--- src/rtl/asd_pkg.sv ---
package asd_pkg;
  localparam int ADDR_W = 16;
  localparam int DATA_W = 8;
  localparam int PAGE_W = 3;

  typedef struct packed {
    logic gen;
    logic wake;
    logic mb;
  } asd_hit_t;
endpackage

--- src/rtl/asd_addr_decode.sv ---
module asd_addr_decode #(
  parameter int ADDR_W     = 16,
  parameter int LOW_W      = 12,
  parameter int GEN_LOW    = 12'h6E8,
  parameter int ALIAS_BASE = 4,
  parameter int NUM_ALIAS  = 4,
  parameter int WAKE_ADDR  = 16'h0102,
  parameter int MB_ADDR    = 16'h03C3
) (
  input  logic [ADDR_W-1:0] addr,
  output asd_pkg::asd_hit_t hit
);
  localparam int HI_W = ADDR_W - LOW_W;

  logic [NUM_ALIAS-1:0] alias_hit;

  for (genvar i = 0; i < NUM_ALIAS; i++) begin : g_alias
    assign alias_hit[i] = (addr[ADDR_W-1:LOW_W] == HI_W'(ALIAS_BASE + i));
  end

  always_comb begin
    hit.gen  = (addr[LOW_W-1:0] == LOW_W'(GEN_LOW)) && (|alias_hit);
    hit.wake = (addr == ADDR_W'(WAKE_ADDR));
    hit.mb   = (addr == ADDR_W'(MB_ADDR));
  end
endmodule

--- src/rtl/asd_state_regs.sv ---
module asd_state_regs #(
  parameter int PAGE_W = 3
) (
  input  logic              clk,
  input  logic              rst,
  input  logic              gen_we,
  input  logic              wake_we,
  input  logic              mb_we,
  input  logic [PAGE_W+1:0] gen_wdata,
  input  logic              bit0,
  output logic [PAGE_W-1:0] rom_page,
  output logic              adapter_en,
  output logic              setup_mode,
  output logic              setup_next,
  output logic              display_on,
  output logic              mb_en
);
  localparam int EN_BIT    = PAGE_W;
  localparam int SETUP_BIT = PAGE_W + 1;

  always_comb begin
    setup_next = gen_we ? gen_wdata[SETUP_BIT] : setup_mode;
  end

  always_ff @(posedge clk) begin
    if (rst) begin
      rom_page   <= '0;
      adapter_en <= 1'b0;
      setup_mode <= 1'b0;
      display_on <= 1'b0;
      mb_en      <= 1'b0;
    end else begin
      setup_mode <= setup_next;
      if (gen_we) begin
        rom_page   <= gen_wdata[PAGE_W-1:0];
        adapter_en <= gen_wdata[EN_BIT];
      end
      if (wake_we) display_on <= bit0;
      if (mb_we)   mb_en      <= bit0;
    end
  end
endmodule

--- src/rtl/asd_response.sv ---
module asd_response #(
  parameter int DATA_W = 8,
  parameter int PAGE_W = 3
) (
  input  logic              clk,
  input  logic              rst,
  input  logic              claim_wr,
  input  logic              rd_gen,
  input  logic              rd_wake,
  input  logic [PAGE_W-1:0] rom_page,
  input  logic              adapter_en,
  input  logic              setup_mode,
  input  logic              display_on,
  output logic [DATA_W-1:0] io_rdata,
  output logic              io_claim
);
  logic [DATA_W-1:0] rdata_next;

  always_comb begin
    rdata_next = '0;
    if (rd_gen)
      rdata_next = DATA_W'({setup_mode, adapter_en, rom_page});
    else if (rd_wake)
      rdata_next = DATA_W'(display_on);
  end

  always_ff @(posedge clk) begin
    if (rst) begin
      io_claim <= 1'b0;
      io_rdata <= '0;
    end else begin
      io_claim <= claim_wr | rd_gen | rd_wake;
      io_rdata <= rdata_next;
    end
  end
endmodule

--- src/rtl/adapter_setup_decoder.sv ---
module adapter_setup_decoder #(
  parameter int ADDR_W = asd_pkg::ADDR_W,
  parameter int DATA_W = asd_pkg::DATA_W,
  parameter int PAGE_W = asd_pkg::PAGE_W
) (
  input  logic              clk,
  input  logic              rst,
  input  logic [ADDR_W-1:0] io_addr,
  input  logic              io_rd,
  input  logic              io_wr,
  input  logic [DATA_W-1:0] io_wdata,
  input  logic              rd_enable_ctl,
  output logic [DATA_W-1:0] io_rdata,
  output logic              io_claim,
  output logic              adapter_en,
  output logic              setup_mode,
  output logic [PAGE_W-1:0] rom_page,
  output logic              display_on,
  output logic              mb_en,
  output logic              port_gate
);
  asd_pkg::asd_hit_t hit;
  logic gen_we, wake_we, mb_we, rd_gen, rd_wake, setup_next;
  logic unused_wdata;

  asd_addr_decode #(.ADDR_W(ADDR_W)) u_dec (
    .addr (io_addr),
    .hit  (hit)
  );

  assign gen_we  = io_wr && hit.gen;
  assign wake_we = io_wr && hit.wake && setup_mode;
  assign mb_we   = io_wr && hit.mb && !setup_mode;
  assign rd_gen  = io_rd && hit.gen && rd_enable_ctl;
  assign rd_wake = io_rd && hit.wake && setup_mode;
  assign unused_wdata = ^io_wdata[DATA_W-1:PAGE_W+2];

  asd_state_regs #(.PAGE_W(PAGE_W)) u_regs (
    .clk        (clk),
    .rst        (rst),
    .gen_we     (gen_we),
    .wake_we    (wake_we),
    .mb_we      (mb_we),
    .gen_wdata  (io_wdata[PAGE_W+1:0]),
    .bit0       (io_wdata[0]),
    .rom_page   (rom_page),
    .adapter_en (adapter_en),
    .setup_mode (setup_mode),
    .setup_next (setup_next),
    .display_on (display_on),
    .mb_en      (mb_en)
  );

  asd_response #(.DATA_W(DATA_W), .PAGE_W(PAGE_W)) u_resp (
    .clk        (clk),
    .rst        (rst),
    .claim_wr   (gen_we | wake_we | mb_we),
    .rd_gen     (rd_gen),
    .rd_wake    (rd_wake),
    .rom_page   (rom_page),
    .adapter_en (adapter_en),
    .setup_mode (setup_mode),
    .display_on (display_on),
    .io_rdata   (io_rdata),
    .io_claim   (io_claim)
  );

  assign port_gate = !setup_next;
endmodule

--- config.mk ---
export PLATFORM = sky130hd
export DESIGN_NAME = adapter_setup_decoder
export DESIGN_NICKNAME = d
export VERILOG_FILES = /design/src/rtl/asd_pkg.sv /design/src/rtl/asd_addr_decode.sv /design/src/rtl/asd_state_regs.sv /design/src/rtl/asd_response.sv /design/src/rtl/adapter_setup_decoder.sv
export SDC_FILE = /design/constraint.sdc
export NUM_CORES = 1
export LEC_CHECK = 0
export CAP_MARGIN = 10
export CORE_MARGIN = 4
export CORE_UTILIZATION = 35
export DETAILED_ROUTE_END_ITERATION = 10
export GPL_ROUTABILITY_DRIVEN = 1
export HOLD_SLACK_MARGIN = 0.15
export PLACE_DENSITY = 0.91
export SKIP_LAST_GASP = 1
export SLEW_MARGIN = 40
export SYNTH_ARGS = -nofsm -noshare
export SYNTH_HDL_FRONTEND = slang
export SYNTH_SLANG_ARGS = --single-unit
--- constraint.sdc ---
create_clock -name clk -period 4.75 [get_ports clk]
set_input_delay 0.7125 -clock clk [delete_from_list [all_inputs] [get_ports clk]]
set_output_delay 0.7125 -clock clk [all_outputs]
set_load 0.03 [all_outputs]
Word level (Yosys, flattened, before mapping)
Index checks and enable logic that the tools add are counted.
- word-level logic and storage cells: 36
- input port bits: 29
- bits in registers: 16
- output and inout bits: 17
- bitwise gates (word level): 4
- reductions and logical operators: 14
- equal/unequal tests: 7
- muxes and demuxes: 3
- operators by type and width (operator ; count):
    16-bit by 10-bit == test with 1-bit output, second input constant ; 1
    16-bit by 9-bit == test with 1-bit output, second input constant ; 1
    4-bit by 3-bit == test with 1-bit output, second input constant ; 4
    12-bit by 11-bit == test with 1-bit output, second input constant ; 1
    1-bit logical AND ; 10
    5-bit 2-to-1 mux ; 1
    1-bit OR ; 4
    4-bit OR reduction ; 1
    1-bit logical NOT ; 2
    1-bit 2-to-1 mux ; 2
    2-bit OR reduction ; 1

Longest topological paths before layout
Gate-level depths: netlist of the first run.
- word-level depth: 8
- depth in mapped cells: 4
- mapped depth without buffers: 4

By module
From an unflattened synthesis of the first run, not the netlist that was laid out.
- cells, all modules: 60
- area total of the unflattened synthesis: 610.6 µm²
- modules (own cells, without submodules) (module ; sequential area each (µm²) ; times used ; area each (µm²) ; cells an instance):
    asd_state_regs ; 140.1 ; 1 ; 262.8 ; 22
    asd_response ; 120.1 ; 1 ; 202.7 ; 19
    asd_addr_decode ; 0.0 ; 1 ; 85.1 ; 11
    adapter_setup_decoder ; 0.0 ; 1 ; 60.1 ; 8

Worst setup path after synthesis of the first run
No wires, ideal clock.
- path type: input -> output
- start point: input port io_addr[4]
- end point: output port port_gate
- path buffers: 0
- setup slack: 1.731 ns
- arrival: 2.307 ns
- data required time: 4.038 ns
- cell stages on the path: 3
- cells stage by stage: or4_4 -> nor4_4 -> mux2i_1
- longest elaborated chain between the ends: 5
- RTL lines (what ; line ; RTL):
    start: declaration ; adapter_setup_decoder.sv:8 ; input logic [ADDR_W-1:0] io_addr,
    12-bit by 11-bit == test with 1-bit output ; asd_addr_decode.sv:22 ; hit.gen = (addr[LOW_W-1:0] == LOW_W'(GEN_LOW)) && (|alias_hit);
    1-bit logical AND ; asd_addr_decode.sv:22 ;
    1-bit logical AND ; adapter_setup_decoder.sv:31 ; assign gen_we = io_wr && hit.gen;
    1-bit 2-to-1 mux ; asd_state_regs.sv:22 ; setup_next = gen_we ? gen_wdata[SETUP_BIT] : setup_mode;
    1-bit logical NOT ; adapter_setup_decoder.sv:68 ; assign port_gate = !setup_next;
    end: declaration ; adapter_setup_decoder.sv:20 ; output logic port_gate
No other way between the ends.

Worst setup path after layout of the first run
Same ends and word-level chain as after synthesis.

==> flow_metrics.env, run 1 <==
export IMPL_period_share_pct=81.6
export IMPL_p_sw_share_pct=22.5
export IMPL_setup_violations=0
export IMPL_rsz0062_at_grt="false"
export IMPL_hpwl_um=1410
export IMPL_drive_gt1_share_pct=6.67
export IMPL_port_buffers=39
export IMPL_htree_levels=1
export IMPL_cts_clk_slew_worst_paths_ns=0.07
export IMPL_final_util_pct=61.6
export IMPL_cp_depth=5
export IMPL_grt_pass1_wl_um=2670
export IMPL_synth_common_cells="dfxtp_1, nor2_1, mux2i_1, and2_1, nand2b_1"
export IMPL_critical_path_buf_inv_count=2
export IMPL_status="finished clean"
export IMPL_cts_resized=0
export IMPL_yosysSeqAreaShare_pct=40.2
export IMPL_slew_viol_final=0
export IMPL_drt_iter0_drc=11
export IMPL_pwr_share_clk_pct=31.4
export IMPL_ys_warnings_count=0
export IMPL_cts_root_buf="clkbuf_4"
export IMPL_wl_per_cell_um=12.9
export IMPL_initial_core_util_pct=37.1
export IMPL_power_frac_comb_pct=17.0
export IMPL_fin_nets=135
export IMPL_worst_pin_slew_ns=0.509
export IMPL_ctsHoldBuffers=0
export IMPL_total_power_mw=0.211
export IMPL_fin_tns_setup_ns=0
export IMPL_powerDensity_nw_per_um2=196
export IMPL_intPower_mw=0.164
export IMPL_r2r_cells=4
export IMPL_ys_seq_elements=13
export IMPL_yosysTopAreaCellShare_pct=40.2
export IMPL_vias=629
export IMPL_synthArstFlopShare_pct=0
export IMPL_wl_um=1670
export IMPL_critPathMaxStageDelay_ns=0.71
export IMPL_grt_max_degree=13
export IMPL_multi_input_area_um2=364
export IMPL_ios=46
export IMPL_area_delta_synth_final_pct=66.3
export IMPL_regArea_um2=260
export IMPL_worst_hold_slack_ns=0.488
export IMPL_worstPathMaxFanout=5
export IMPL_netlist_area_um2=647
export IMPL_relSlewSlack_pct=65.8
export IMPL_path_delay_family="buffers and inverters"
export IMPL_grt_overflow_total=0
export IMPL_netSwitchingPower_mw=0.0476
export IMPL_crit_arrival_ns=3.16
export IMPL_core_rowCount=15
export IMPL_synth_edf_count=0
export IMPL_clock_skew_ns=0.00406
export IMPL_clk_path_buf_depth=2
export IMPL_via_per_inst=4.84
export IMPL_cp_required_ns=4.04
export IMPL_chipWidth_um=51.0
export IMPL_firstDrtPassIters=4
export IMPL_ant_nets=0
export IMPL_min_delay_path_class="register to register"
export IMPL_ys_top_cells_by_area="dfxtp_1, mux2i_1, nor2_1"
export IMPL_n_fill_cell=143
export IMPL_endpoint_kind="output pin"
export IMPL_cts_sinks=13
export IMPL_dieArea_um2=2600
export IMPL_finalHoldViolations=0
export IMPL_yosys_most_used_dff="dfxtp_1"
export IMPL_antenna_found_initial=0
export IMPL_start_kind="input pin"
export IMPL_routabilityCongestion=0.780
export IMPL_die_h_um=51.0
export IMPL_crit_slowest_cell="clkdlybuf4s50_1"
export IMPL_p_leak_nw=0.359
export IMPL_insertion_delay_ns=0.28
export IMPL_fmax_mhz=258
export IMPL_synth_cells=64
export IMPL_ir_worst_vdd_mv=0.143
export IMPL_ys_types=25
export IMPL_synth_most_common_cell="dfxtp_1"
export IMPL_yosysTopAreaCell="dfxtp_1"
export IMPL_first_global_vias=597
export IMPL_cts_tree="done"
export IMPL_critical_path_class="input pin to output pin"
export IMPL_numCtsBuffers=3
export IMPL_holdPathStages=1
export IMPL_drc=0
export IMPL_fin_crit_ns=3.88
export IMPL_grt_use_total_pct=13.8
export IMPL_seq_power_share_pct=51.5
export IMPL_syn_avg_cell_area_um2=10.1
export IMPL_path_common_cell="clkdlybuf4s50_1"
export IMPL_core_area_um2=1750
export IMPL_post_cts_buffers=0
export IMPL_diodes=0
export IMPL_drv_cap=0
export IMPL_cp_cell_sequence="clkdlybuf4s50_1, or4_4, nor4_4, mux2i_1, clkdlybuf4s50_1"
==> final cells by class <==
cell class                 count  share of cell area (%)
clock buffer                   4                    2.44
inverter                       1                   0.349
multi-input combinational     48                    33.8
sequential                    13                    24.2
tap                           25                    2.91
timing repair buffer          39                    36.3
==> path summary, 6_finish.rpt <==
check	startpoint	endpoint	slack, ns
worst max-delay path	io_addr[4]	port_gate	0.87
worst min-delay path	u_regs.adapter_en$_SDFFE_PP0P_	u_resp.io_rdata[3]$_SDFF_PP0_	0.49
worst max register to register	u_regs.setup_mode$_SDFF_PP0_	u_regs.display_on$_SDFFE_PP0P_	3.38
worst min register to register	u_regs.adapter_en$_SDFFE_PP0P_	u_resp.io_rdata[3]$_SDFF_PP0_	0.49
==> cells in the final DEF, fill, tap and decap left out, types with 2 or more instances in the layout <==
master            n
nor4_1            2
clkdlybuf4s50_1  39
conb_1            3
mux2i_1           7
dfxtp_1          13
nor2_1            8
nand2_1           2
nand2b_1          4
nor4b_1           2
or4_1             2
nand4b_1          3
and2_1            4
clkbuf_4          3
==> per-stage QoR <==
step / instance area, um^2 / cells / setup WS [ns]
2_1_floorplan: 654 / 66 / 1.73
3_3_place_gp: 1050 / 126 / 0.891
3_5_place_dp: 1050 / 126 / 0.862
4_1_cts: 1080 / 130 / 0.848
5_1_grt: 1080 / 130 / 0.765
6_report: 1080 / 130 / 0.874
==> routing by layer <==
layer	vias up	track usage, %	share of wire [%]
met2	26	26.0	54
met1	286	14.0	38
met3	5	5.25	7.0
met5	-	0	0
met4	0	4.04	1.4
li1	312	-	-
==> state kept, by name, summed over array words and instances (netlist names) <==
register and cells:
u_regs.display_on 1, u_regs.rom_page 3, u_resp.io_claim 1, u_regs.mb_en 1, u_regs.setup_mode 1, u_regs.adapter_en 1
u_resp.io_rdata 5
==> worst register-to-register path: stages (launching register included) <==
cell and delay, ns:
dfxtp_1 0.40, nand2b_1 0.07, nor4_1 0.35, nor3b_1 0.28
mux2i_1 0.19
==> kinds of logic (layout without fill, tap and decap cells) <==
group | after synthesis | count (layout) | synth area share (%)
other cells | 1 | 3 | 0.580
compound gates | 3 | 3 | 3.48
simple gates | 35 | 35 | 40.2
buf+inv | 5 | 44 | 4.64
mux | 7 | 7 | 10.8
flops | 13 | 13 | 40.2
==> power by group through the flow <==
stage               Combinational [mW]  Sequential (mW)  Clock, mW
floorplan                       0.0119            0.111          0
global placement                0.0346            0.111          0
detailed placement              0.0358            0.111          0
CTS                             0.0359            0.109     0.0695
global route                    0.0382            0.109     0.0734
finish                          0.0360            0.109     0.0664
Note: power is estimated with default switching activity, not from simulation.
==> run 2, diff against run 1 <==
--- a/config.mk
+++ b/config.mk
@@ -7,11 +7,11 @@
 export LEC_CHECK = 0
 export CAP_MARGIN = 10
 export CORE_MARGIN = 4
-export CORE_UTILIZATION = 35
+export CORE_UTILIZATION = 33
 export DETAILED_ROUTE_END_ITERATION = 10
 export GPL_ROUTABILITY_DRIVEN = 1
 export HOLD_SLACK_MARGIN = 0.15
-export PLACE_DENSITY = 0.91
+export PLACE_DENSITY = 0.87
 export SKIP_LAST_GASP = 1
 export SLEW_MARGIN = 40
 export SYNTH_ARGS = -nofsm -noshare
==> constraint.sdc (replaced) <==
create_clock -name clk -period 3.7 [get_ports clk]
set_input_delay 0.555 -clock clk [delete_from_list [all_inputs] [get_ports clk]]
set_output_delay 0.555 -clock clk [all_outputs]
set_load 0.03 [all_outputs]
==> run 2 against run 1 <==
Clock power grew 27%. Utilization is 0.88 points lower. Non-clock buffer count up 1. Global-route usage is 0.58 points higher. Sequential share of layout area decreased by 0.17 points. Critical path depth stayed put. Setup slack lost 0.51 ns. Sequential power increased by 28%. Critical path type unchanged. Largest cell class unchanged. Highest routed layer unchanged.
==> flow_metrics.env, run 2 (synthesized netlist as in run 1, its figures left out) <==
export IMPL_cp_required_ns=3.14
export IMPL_p_leak_nw=0.364
export IMPL_fin_tns_setup_ns=0
export IMPL_critical_path_class="input pin to output pin"
export IMPL_ios=46
export IMPL_largest_reg_flops=5
export IMPL_dieArea_um2=2730
export IMPL_pwr_share_clk_pct=31.2
export IMPL_period_share_pct=90.0
export IMPL_drv_cap=0
export IMPL_cts_root_buf="clkbuf_4"
export IMPL_antenna_found_initial=0
export IMPL_crit_slowest_cell="clkdlybuf4s50_1"
export IMPL_die_h_um=52.3
export IMPL_drive_gt1_share_pct=7.55
export IMPL_intPower_mw=0.210
export IMPL_clk_path_buf_depth=2
export IMPL_cts_clk_slew_worst_paths_ns=0.07
export IMPL_path_delay_family="buffers and inverters"
export IMPL_core_rowCount=15
export IMPL_cp_cell_sequence="clkdlybuf4s50_1, or4_4, nor4_4, mux2i_1, clkdlybuf4s50_1"
export IMPL_ir_worst_vdd_mv=0.143
export IMPL_p_sw_share_pct=22.2
export IMPL_fmax_mhz=300
export IMPL_endpoint_kind="output pin"
export IMPL_fin_nets=136
export IMPL_slew_viol_final=0
export IMPL_diodes=0
export IMPL_hpwl_um=1460
export IMPL_total_power_mw=0.270
export IMPL_grt_overflow_total=0
export IMPL_cts_sinks=13
export IMPL_port_buffers=39
export IMPL_final_cell_mix="clkdlybuf4s50_1, dfxtp_1, nor2_1"
export IMPL_fin_crit_ns=3.33
export IMPL_n_fill_cell=152
export IMPL_powerDensity_nw_per_um2=249
export IMPL_core_area_um2=1780
export IMPL_path_common_cell="clkdlybuf4s50_1"
export IMPL_ant_nets=0
export IMPL_area_delta_synth_final_pct=67.5
export IMPL_cts_resized=0
export IMPL_first_global_vias=645
export IMPL_regArea_um2=260
export IMPL_via_per_inst=4.73
export IMPL_min_delay_path_class="register to register"
export IMPL_drt_iter0_drc=6
export IMPL_setup_violations=0
export IMPL_multi_input_area_um2=364
export IMPL_grt_max_degree=13
export IMPL_netSwitchingPower_mw=0.0599
export IMPL_critPathMaxStageDelay_ns=0.71
export IMPL_status="finished clean"
export IMPL_critical_path_buf_inv_count=2
export IMPL_reg_top3="u_resp.io_rdata x5, u_regs.rom_page x3"
export IMPL_numCtsBuffers=3
export IMPL_power_frac_comb_pct=17.1
export IMPL_final_common_cell="clkdlybuf4s50_1"
export IMPL_drc=0
export IMPL_firstDrtPassIters=4
export IMPL_clock_skew_ns=0.00240
export IMPL_grt_pass1_wl_um=2860
export IMPL_seq_power_share_pct=51.8
export IMPL_ctsHoldBuffers=0
export IMPL_chipWidth_um=52.3
export IMPL_post_cts_buffers=0
export IMPL_wl_um=1770
export IMPL_routabilityCongestion=0.799
export IMPL_grt_use_total_pct=14.4
export IMPL_start_kind="input pin"
export IMPL_crit_arrival_ns=2.78
export IMPL_worstPathMaxFanout=2
export IMPL_vias=620
export IMPL_wl_per_cell_um=13.5
export IMPL_cts_tree="done"
export IMPL_htree_levels=1
export IMPL_rsz0062_at_grt="false"
export IMPL_initial_core_util_pct=36.3
export IMPL_top_register="u_resp.io_rdata"
export IMPL_finalHoldViolations=0
export IMPL_insertion_delay_ns=0.27
-- run 2: area by class of cell --
cell class                      instances  share of cell area (%)
Multi-Input combinational cell         48                    33.6
Sequential cell                        13                    24.0
Tap cell                               25                    2.89
Timing Repair Buffer                   40                    36.7
Clock buffer                            4                    2.42
Inverter                                1                   0.346
-- run 2: path summary, 6_finish.rpt --
path / from / end / slack [ns] / cells past startpoint
setup reg to reg: u_regs.setup_mode$_SDFF_PP0_ / u_regs.display_on$_SDFFE_PP0P_ / 2.34 / 4
setup / recovery: io_addr[4] / port_gate / 0.37 / 5
hold reg to reg: u_regs.rom_page[2]$_SDFFE_PP0P_ / u_resp.io_rdata[2]$_SDFF_PP0_ / 0.49 / 1
hold / removal: u_regs.rom_page[2]$_SDFFE_PP0P_ / u_resp.io_rdata[2]$_SDFF_PP0_ / 0.49 / 1
-- run 2: power groups by stage --
stage | Combinational, mW | Clock (mW) | Sequential, mW
floorplan | 0.0152 | 0 | 0.143
detailed placement | 0.0458 | 0 | 0.143
CTS | 0.0461 | 0.0871 | 0.140
global placement | 0.0447 | 0 | 0.143
finish | 0.0461 | 0.0841 | 0.140
global route | 0.0491 | 0.0952 | 0.140
-- run 2: metal layers --
| metal | vias up | GRT usage (%) | routed length, um |
|---|---|---|---|
| li1 | 311 | - | - |
| met1 | 283 | 15.4 | 672 |
| met2 | 24 | 26.6 | 971 |
| met3 | 2 | 4.27 | 108 |
| met4 | 0 | 5.11 | 17 |
| met5 | - | 0 | 0 |
-- run 2: metrics by stage --
step           instance area, um^2  instances  utilization (%)  hold slack [ns]  worst slack [ns]
5_1_grt                       1080        131             60.8            0.508             0.321
3_5_place_dp                  1060        127             59.3            0.470             0.362
6_report                      1080        131             60.8            0.486             0.369
4_1_cts                       1080        131             60.8            0.491             0.360
3_3_place_gp                  1060        127             59.3            0.468             0.375
2_1_floorplan                  654         66                -            0.596             0.996
